<file path="config.mk">
export PLATFORM = sky130hd
export DESIGN_NAME = regwake_ctrl
export DESIGN_NICKNAME = d
export VERILOG_FILES = /design/src/rtl/regwake_pkg.sv /design/src/rtl/rw_wake_filter.sv /design/src/rtl/rw_en_arm.sv /design/src/rtl/rw_mode_fsm.sv /design/src/rtl/regwake_ctrl.sv
export SDC_FILE = /design/constraint.sdc
export NUM_CORES = 1
export LEC_CHECK = 0
export BUFFER_PORTS_ARGS = -buffer_cell sky130_fd_sc_hd__buf_4
export CORE_MARGIN = 2
export CORE_UTILIZATION = 51
export DETAILED_ROUTE_END_ITERATION = 16
export HOLD_SLACK_MARGIN = 0.15
export PLACE_DENSITY = 0.75
export SLEW_MARGIN = 20
export SYNTH_ARGS = -nofsm -noshare
export SYNTH_HDL_FRONTEND = slang
export SYNTH_SLANG_ARGS = --single-unit
</file>
<file path="constraint.sdc">
create_clock -name clk -period 2.25 [get_ports clk]
set_input_delay 0.1125 -clock clk [delete_from_list [all_inputs] [get_ports clk]]
set_output_delay 0.1125 -clock clk [all_outputs]
set_load 0.005 [all_outputs]
</file>
<file path="src/rtl/regwake_pkg.sv">
package regwake_pkg;

    typedef enum logic [2:0] {
        MS_OFF     = 3'd0,
        MS_RESTART = 3'd1,
        MS_ACTIVE  = 3'd2,
        MS_STANDBY = 3'd3,
        MS_THERMAL = 3'd4
    } mode_e;

    typedef struct packed {
        logic reg_on;
        logic bus_drv;
        logic pd_strong;
        logic rst_req;
    } mode_out_t;

endpackage

</file>
<file path="src/rtl/rw_wake_filter.sv">
module rw_wake_filter #(
    parameter int WAKE_TICKS = 45
) (
    input  logic clk,
    input  logic rst_n,
    input  logic enable_i,
    input  logic tick_i,
    input  logic bus_i,
    output logic wake_o
);
    localparam int CNT_W = $clog2(WAKE_TICKS + 1);
    localparam logic [CNT_W-1:0] CNT_MAX = CNT_W'(WAKE_TICKS);

    logic             ref_q;
    logic [CNT_W-1:0] cnt_q;
    logic             differs;

    assign differs = (bus_i != ref_q);

    // Reference level follows the bus while not in standby, frozen inside it.
    always_ff @(posedge clk or negedge rst_n) begin
        if (!rst_n) begin
            ref_q <= 1'b1;
        end else if (!enable_i) begin
            ref_q <= bus_i;
        end
    end

    // Duration counter: restarts on any revert to the reference level.
    always_ff @(posedge clk or negedge rst_n) begin
        if (!rst_n) begin
            cnt_q <= '0;
        end else if (!enable_i || !differs) begin
            cnt_q <= '0;
        end else if (tick_i && (cnt_q < CNT_MAX)) begin
            cnt_q <= cnt_q + 1'b1;
        end
    end

    assign wake_o = enable_i && (cnt_q == CNT_MAX);

    p_cnt_bound_r7: assert property (@(posedge clk) disable iff (!rst_n)
        cnt_q <= CNT_MAX);

    p_revert_clears_r7: assert property (@(posedge clk) disable iff (!rst_n)
        (enable_i && !differs) |=> (cnt_q == '0));

    p_idle_no_wake_r7: assert property (@(posedge clk) disable iff (!rst_n)
        !enable_i |-> !wake_o);

endmodule

</file>
<file path="src/rtl/rw_en_arm.sv">
module rw_en_arm (
    input  logic clk,
    input  logic rst_n,
    input  logic active_i,
    input  logic en_i,
    output logic armed_o
);
    logic armed_q;

    // Armed only by a high enable seen during the current stay in active.
    always_ff @(posedge clk or negedge rst_n) begin
        if (!rst_n) begin
            armed_q <= 1'b0;
        end else if (!active_i) begin
            armed_q <= 1'b0;
        end else if (en_i) begin
            armed_q <= 1'b1;
        end
    end

    assign armed_o = armed_q;

    p_arm_needs_high_r3: assert property (@(posedge clk) disable iff (!rst_n)
        $rose(armed_q) |-> $past(en_i));

endmodule

</file>
<file path="src/rtl/rw_mode_fsm.sv">
module rw_mode_fsm
    import regwake_pkg::*;
(
    input  logic      clk,
    input  logic      rst_n,
    input  logic      batt_ok_i,
    input  logic      en_i,
    input  logic      armed_i,
    input  logic      wake_i,
    input  logic      ot_trip_i,
    input  logic      ot_rec_i,
    input  logic      vcc_ok_i,
    output mode_e     state_o,
    output mode_out_t outs_o
);
    mode_e state_q, state_d;

    always_ff @(posedge clk or negedge rst_n) begin
        if (!rst_n) begin
            state_q <= MS_OFF;
        end else begin
            state_q <= state_d;
        end
    end

    always_comb begin
        state_d = state_q;
        unique case (state_q)
            MS_OFF: begin
                if (batt_ok_i) state_d = MS_RESTART;
            end
            MS_RESTART: begin
                if (!batt_ok_i)     state_d = MS_OFF;
                else if (ot_trip_i) state_d = MS_THERMAL;
                else                state_d = MS_ACTIVE;
            end
            MS_ACTIVE: begin
                if (!batt_ok_i)             state_d = MS_OFF;
                else if (ot_trip_i)         state_d = MS_THERMAL;
                else if (armed_i && !en_i)  state_d = MS_STANDBY;
            end
            MS_STANDBY: begin
                if (!batt_ok_i)          state_d = MS_OFF;
                else if (ot_trip_i)      state_d = MS_THERMAL;
                else if (en_i || wake_i) state_d = MS_ACTIVE;
            end
            MS_THERMAL: begin
                if (!batt_ok_i)     state_d = MS_OFF;
                else if (ot_rec_i)  state_d = MS_RESTART;
            end
            default: state_d = MS_OFF;
        endcase
    end

    always_comb begin
        outs_o = '{reg_on: 1'b0, bus_drv: 1'b0, pd_strong: 1'b1, rst_req: 1'b0};
        unique case (state_q)
            MS_RESTART: begin
                outs_o.reg_on    = 1'b1;
                outs_o.bus_drv   = vcc_ok_i;
                outs_o.pd_strong = 1'b0;
                outs_o.rst_req   = 1'b1;
            end
            MS_ACTIVE: begin
                outs_o.reg_on    = 1'b1;
                outs_o.bus_drv   = vcc_ok_i;
                outs_o.pd_strong = 1'b0;
            end
            MS_OFF, MS_STANDBY, MS_THERMAL: begin
                outs_o.pd_strong = 1'b1;
            end
            default: begin
                outs_o.pd_strong = 1'b1;
            end
        endcase
    end

    assign state_o = state_q;

    p_restart_single_r2: assert property (@(posedge clk) disable iff (!rst_n)
        (state_q == MS_RESTART) |=> (state_q != MS_RESTART));

    p_no_early_off_r3: assert property (@(posedge clk) disable iff (!rst_n)
        (state_q == MS_ACTIVE && !armed_i && batt_ok_i && !ot_trip_i)
            |=> (state_q == MS_ACTIVE));

    p_thermal_dark_r8: assert property (@(posedge clk) disable iff (!rst_n)
        (state_q == MS_THERMAL) |-> (!outs_o.reg_on && !outs_o.bus_drv));

    p_bus_hiz_r10: assert property (@(posedge clk) disable iff (!rst_n)
        !vcc_ok_i |-> !outs_o.bus_drv);

    p_batt_loss_r11: assert property (@(posedge clk) disable iff (!rst_n)
        !batt_ok_i |=> (state_q == MS_OFF));

    p_trip_wins_r12: assert property (@(posedge clk) disable iff (!rst_n)
        (state_q == MS_STANDBY && batt_ok_i && ot_trip_i) |=> (state_q == MS_THERMAL));

endmodule

</file>
<file path="src/rtl/regwake_ctrl.sv">
module regwake_ctrl #(
    parameter int WAKE_TICKS = 45
) (
    input  logic clk,
    input  logic rst_n,
    input  logic tick,
    input  logic batt_ok,
    input  logic en_pin,
    input  logic bus_rx,
    input  logic ot_trip,
    input  logic ot_recovered,
    input  logic vcc_above_low,
    output logic reg_on,
    output logic bus_drv_en,
    output logic en_pd_strong,
    output logic rst_req
);
    import regwake_pkg::*;

    mode_e     state;
    mode_out_t outs;
    logic      armed;
    logic      wake;
    logic      in_standby;
    logic      in_active;

    assign in_standby = (state == MS_STANDBY);
    assign in_active  = (state == MS_ACTIVE);

    rw_wake_filter #(.WAKE_TICKS(WAKE_TICKS)) u_filter (
        .clk      (clk),
        .rst_n    (rst_n),
        .enable_i (in_standby),
        .tick_i   (tick),
        .bus_i    (bus_rx),
        .wake_o   (wake)
    );

    rw_en_arm u_arm (
        .clk      (clk),
        .rst_n    (rst_n),
        .active_i (in_active),
        .en_i     (en_pin),
        .armed_o  (armed)
    );

    rw_mode_fsm u_fsm (
        .clk       (clk),
        .rst_n     (rst_n),
        .batt_ok_i (batt_ok),
        .en_i      (en_pin),
        .armed_i   (armed),
        .wake_i    (wake),
        .ot_trip_i (ot_trip),
        .ot_rec_i  (ot_recovered),
        .vcc_ok_i  (vcc_above_low),
        .state_o   (state),
        .outs_o    (outs)
    );

    assign reg_on       = outs.reg_on;
    assign bus_drv_en   = outs.bus_drv;
    assign en_pd_strong = outs.pd_strong;
    assign rst_req      = outs.rst_req;

    p_pd_weak_when_on_r5: assert property (@(posedge clk) disable iff (!rst_n)
        reg_on |-> !en_pd_strong);

endmodule

</file>
=== After elaboration in Yosys (flattened, before gate mapping) ===
Index checks and enable logic that the tools add are counted.

* Flip-flop bits (word level): 11
* Output and inout bits: 4
* Logic and storage cells: 48

* $add $sub $neg: 1
* $lt $le $gt $ge: 1
* Equal/unequal tests: 11
* Multiplexer cells: 19
* Reduce and logical (&&, ||, !) cells: 12

{| class="wikitable"
|+ Operator list
! operator !! number
|-
| $mux 3 || 11
|-
| $pmux 3 s5 || 1
|-
| $mux 6 || 2
|-
| $ne 4x3->1 const B || 2
|-
| $add 6x1->6 const B || 1
|-
| $eq 3x2->1 const B || 2
|-
| $eq 6x6->1 const B || 1
|-
| $lt 6x6->1 const B || 1
|-
| $mux 1 || 4
|-
| $ne 2x2->1 const B || 2
|-
| $reduce_and 4->1 || 1
|-
| $eq 3x1->1 const B || 1
|-
| $eq 3x3->1 const B || 1
|-
| $logic_and 1x1->1 || 3
|-
| $logic_not 1->1 || 3
|-
| $logic_not 3->1 || 1
|-
| $ne 3x3->1 const B || 1
|-
| $logic_or 1x1->1 || 2
|-
| $mux 2 || 1
|-
| $reduce_bool 2->1 || 1
|-
| $reduce_or 2->1 || 1
|-
| $ne 1x1->1 || 1
|}

=== Depth between registers and ports, before layout ===
* Depth in word-level cells: 7
* Depth in mapped cells: 6
* Mapped depth without buffers: 5

=== Cells and area by module ===
From an unflattened synthesis, not the netlist that was laid out.

* Cell total of the unflattened synthesis: 67
* Area total of the unflattened synthesis: 665.6 µm²

{| class="wikitable"
|+ By module, submodules not included
! module !! times used !! cells each !! area an instance (µm²) !! seq. area each (µm²)
|-
| rw_wake_filter || 1 || 43 || 426.7 || 176.4
|-
| rw_mode_fsm || 1 || 20 || 185.2 || 75.1
|-
| rw_en_arm || 1 || 2 || 32.5 || 25.0
|-
| regwake_ctrl || 1 || 2 || 21.3 || 0.0
|}

=== Worst setup path after synthesis ===
Ideal clock, no wire load.

* Path type: register to register
* From: register u_filter.cnt_q[0]
* To: register u_filter.cnt_q[3]
* Arrival time: 1.536 ns
* Data required time: 2.172 ns
* Slack: 0.636 ns
* Cell stages (with the launch flop): 7
* Buffers on the path: 1
* Cell sequence: dfrtp_1 -> inv_1 -> ha_1 -> and4b_1 -> buf_6 -> or4_1 -> a21oi_1

* Longest elaborated chain between the ends: 3
* Elaborated cells on any way between the ends: 6
* Classes of those cells: add/sub: 1; order compare: 1; mux: 2; reduce/logical: 2

{| class="wikitable"
|+ Ends and longest elaborated chain
! item !! line !! text
|-
| start: declaration || rw_wake_filter.sv:15 || <nowiki>logic [CNT_W-1:0] cnt_q;</nowiki>
|-
| start signal: assignment || rw_wake_filter.sv:36 || <nowiki>cnt_q <= cnt_q + 1'b1;</nowiki>
|-
| $add 6x1->6 / $lt 6x6->1 (equally long branches) || rw_wake_filter.sv:36, rw_wake_filter.sv:35 ||
|-
| $mux 6 / $logic_and 1x1->1 (equally long branches) || rw_wake_filter.sv:35 || <nowiki>end else if (tick_i && (cnt_q < CNT_MAX)) begin</nowiki>
|-
| $mux 6 / $reduce_bool 2->1 (equally long branches) || -- ||
|}

Several ways; a longest one is shown, not always the timed one. The select of a mux whose other input is x is not followed.
A chain may end at the register's enable or synchronous reset.

=== Worst setup path after layout ===
* From: register u_filter.cnt_q[0]
* To: register u_filter.cnt_q[4]

Same word-level chain as after synthesis.

==> results.json <==
{
  "outcome": "complete, no violations",
  "syn_inst": 70,
  "fillers": 102,
  "slew_viol_final": 0,
  "fin_area_um2": 845,
  "hold_path_depth": 3,
  "fin_cells": 105,
  "required_ns": 2.45,
  "cts_setup_buffers": 0,
  "power_density_nw_per_um2": 499,
  "critPathCaptureType": "flip-flop",
  "final_layout_size_suffix_gt1_frac": 0.211,
  "hold_viol": 0,
  "wl_per_cell_um": 13.2,
  "fin_util": 0.674,
  "totalWireLength_um": 1390,
  "drtIter0Drc": 8,
  "grt_pass1_vias": 506,
  "post_cts_resized": 0,
  "clk_pin_slew_worst_paths_ns": 0.07,
  "die_y_um": 40.1,
  "startpoint_type": "flip-flop",
  "power.leakage_uw": 0.000358,
  "diodes": 0,
  "hp-start": "ot_recovered",
  "gp_congestion": 0.781,
  "ctsRootBufferMaster": "clkbuf_4",
  "start_util": 0.530,
  "finalSetupViolCount": 0,
  "cts_buffer_depth": 2,
  "max_cap_violations": 0,
  "fin_skew_ns": 0.00159,
  "dp_cells": 95,
  "syn-cell-area_um2": 664,
  "ys_warn_count": 0,
  "ys_seq_elements": 11,
  "yosysSeqAreaShare": 0.416,
  "worst-path-max-fanout": 7,
  "synth.avg_cell_area_um2": 9.49,
  "fp.dieW_um": 40.1,
  "clkSinkCount": 11,
  "grt-ovfl-total": 0,
  "core_um2": 1250,
  "path_class": "reg2reg",
  "routed_via_density": 5.69,
  "place_area_um2": 758,
  "fin_crit_sh": 0.746,
  "ir_drop_uv": 309,
  "r2r_end": "u_filter.cnt_q[4]$_DFFE_PN0P_",
  "dieArea_um2": 1610,
  "relSlewSlack": 0.734,
  "clkLatencyLatePin_ns": 0.27,
  "grt_setup_unrepaired": "false",
  "grtUsageMet1": 0.229,
  "top_usage_layer": "met2",
  "grtUsageMet2": 0.363,
  "firstDrtPassIters": 4,
  "grt_first_pass_wirelength_um": 2100,
  "power_uw": 421,
  "fin_nets": 103,
  "numCtsBuffers": 3,
  "dp_hpwl_um": 958,
  "htreeDepth": 1,
  "area_growth_pct": 27.1,
  "crit_arrival_ns": 1.88,
  "setup_tns_ns": 0,
  "syn_nets": 82,
  "cts_tree": "built",
  "tightest_slew_ns": 0.389,
  "hold_end": "u_fsm.state_o[2]$_DFFE_PN0P_",
  "grtUsageTotal": 0.210,
  "hp-class": "in2reg",
  "antenna_found_initial": 0,
  "max_freq_ghz": 0.596,
  "grt_max_degree": 12,
  "r2r_slack_ns": 0.57,
  "yosysUniqueCellTypes": 34,
  "io_pins": 13,
  "ant_nets": 0,
  "r2r_cells": 5,
  "num_rows": 13,
  "port_buffers": 12,
  "post-route-min-period_ns": 1.68,
  "vias": 597,
  "r2r-start": "u_filter.cnt_q[0]$_DFFE_PN0P_",
  "drcViolationCount": 0,
  "use_met3": 0.0333
}
## sequential cells by signal (all words and copies together) (netlist names)
name            count
u_filter.cnt_q      6
u_filter.ref_q      1
u_fsm.state_o       3
u_arm.armed_o       1
## synthesized netlist by cell type
cell type,count,area [um2]
or3_1,1,6.26
o31ai_1,3,22.5
o21a_1,1,7.51
nor3b_1,3,22.5
a21boi_0,1,7.51
o21ba_2,1,10.0
a2111oi_0,1,8.76
o211ai_1,1,7.51
nor4b_1,1,8.76
nor2_1,3,11.3
inv_1,7,26.3
clkbuf_1,1,3.75
nand4b_1,1,8.76
mux2_2,1,11.3
and2_1,1,6.26
a21oi_1,8,40.0
nand3_1,5,25.0
dfrtp_1,10,250
nand4_1,1,6.26
a21bo_2,1,10.0
o21ai_0,1,5.00
nand2_1,1,3.75
xor2_1,1,8.76
buf_6,1,11.3
nand2b_1,2,12.5
dfstp_2,1,26.3
o21ai_1,1,5.00
ha_1,3,37.5
nor4_1,1,6.26
o41ai_1,1,8.76
nor3_1,1,5.00
or4_1,2,15.0
and4b_1,1,10.0
and3b_1,1,8.76
## power breakdown
part	internal [uW]	switching, uW	total [uW]	leakage (uW)
clock network	68.8	68.3	137	0.0000150
registers	204	9.09	214	0.000148
logic	42.3	28.5	70.8	0.000195
total	316	106	421	0.000358
## placed cells by master (no fill, tap or decap), types with 2 or more instances in the layout
| master | count |
|---|---|
| nor3b_1 | 3 |
| a21oi_1 | 8 |
| inv_1 | 7 |
| dlygate4sd3_1 | 6 |
| o31ai_1 | 3 |
| nand3_1 | 5 |
| dfrtp_1 | 10 |
| clkbuf_4 | 3 |
| nand2b_1 | 2 |
| or4_1 | 2 |
| ha_1 | 3 |
| nor2_1 | 3 |
| buf_4 | 12 |
## cells by family (layout without fill, tap and decap cells)
logic type,after synthesis,count (layout),synth area share
AOI/OAI and AO/OA,20,20,0.200
adders and majority gates,3,3,0.0565
xor gates and xnor gates,1,1,0.0132
muxes,1,1,0.0169
DFF,11,11,0.416
and+or+nand+nor,25,25,0.235
buffers and inverters,9,29,0.0621
## stage by stage
step	setup slack, ns	hold WS (ns)
2_1_floorplan	0.636	-0.183
3_3_place_gp	0.646	-0.0463
3_5_place_dp	0.571	-0.0481
4_1_cts	0.558	0.178
5_1_grt	0.481	0.189
6_report	0.572	0.177
## how the worst max path moves through the flow
stage | endpoint | cells after the start | start
2_1_floorplan | u_filter.cnt_q[3]$_DFFE_PN0P_ | 6 | u_filter.cnt_q[0]$_DFFE_PN0P_
5_1_grt | u_filter.cnt_q[3]$_DFFE_PN0P_ | 5 | u_filter.cnt_q[1]$_DFFE_PN0P_
3_3_place_gp | u_filter.cnt_q[4]$_DFFE_PN0P_ | 5 | u_filter.cnt_q[0]$_DFFE_PN0P_
4_1_cts | u_filter.cnt_q[4]$_DFFE_PN0P_ | 5 | u_filter.cnt_q[0]$_DFFE_PN0P_
6_report | u_filter.cnt_q[4]$_DFFE_PN0P_ | 5 | u_filter.cnt_q[0]$_DFFE_PN0P_
3_5_place_dp | u_filter.cnt_q[4]$_DFFE_PN0P_ | 5 | u_filter.cnt_q[0]$_DFFE_PN0P_
## worst max-delay path, cell delays in order (launching register included)
cell     delay (ns)
dfrtp_1        0.42
inv_1          0.09
ha_1           0.15
and4b_1        0.26
or4_1          0.52
a21oi_1        0.16
## timing repair
action	CTS	global route
hold endpoints to repair	16	0
hold buffers	6	0
setup endpoints to repair	0	0
## final cells by class
type                            instances  area [um2]  area share
Clock buffer                            4        26.3      0.0311
Timing Repair Buffer                   18         150       0.178
Sequential cell                        11         277       0.327
Inverter                                7        26.3      0.0311
Multi-Input combinational cell         50         347       0.410
Tap cell                               15        18.8      0.0222
## per-layer routing
layer | vias to the layer above | share of wire
li1 | 300 | -
met1 | 276 | 0.44
met2 | 16 | 0.48
met3 | 5 | 0.043
met4 | 0 | 0.033
met5 | - | 0
No activity file was read; power rests on OpenSTA's default activity.
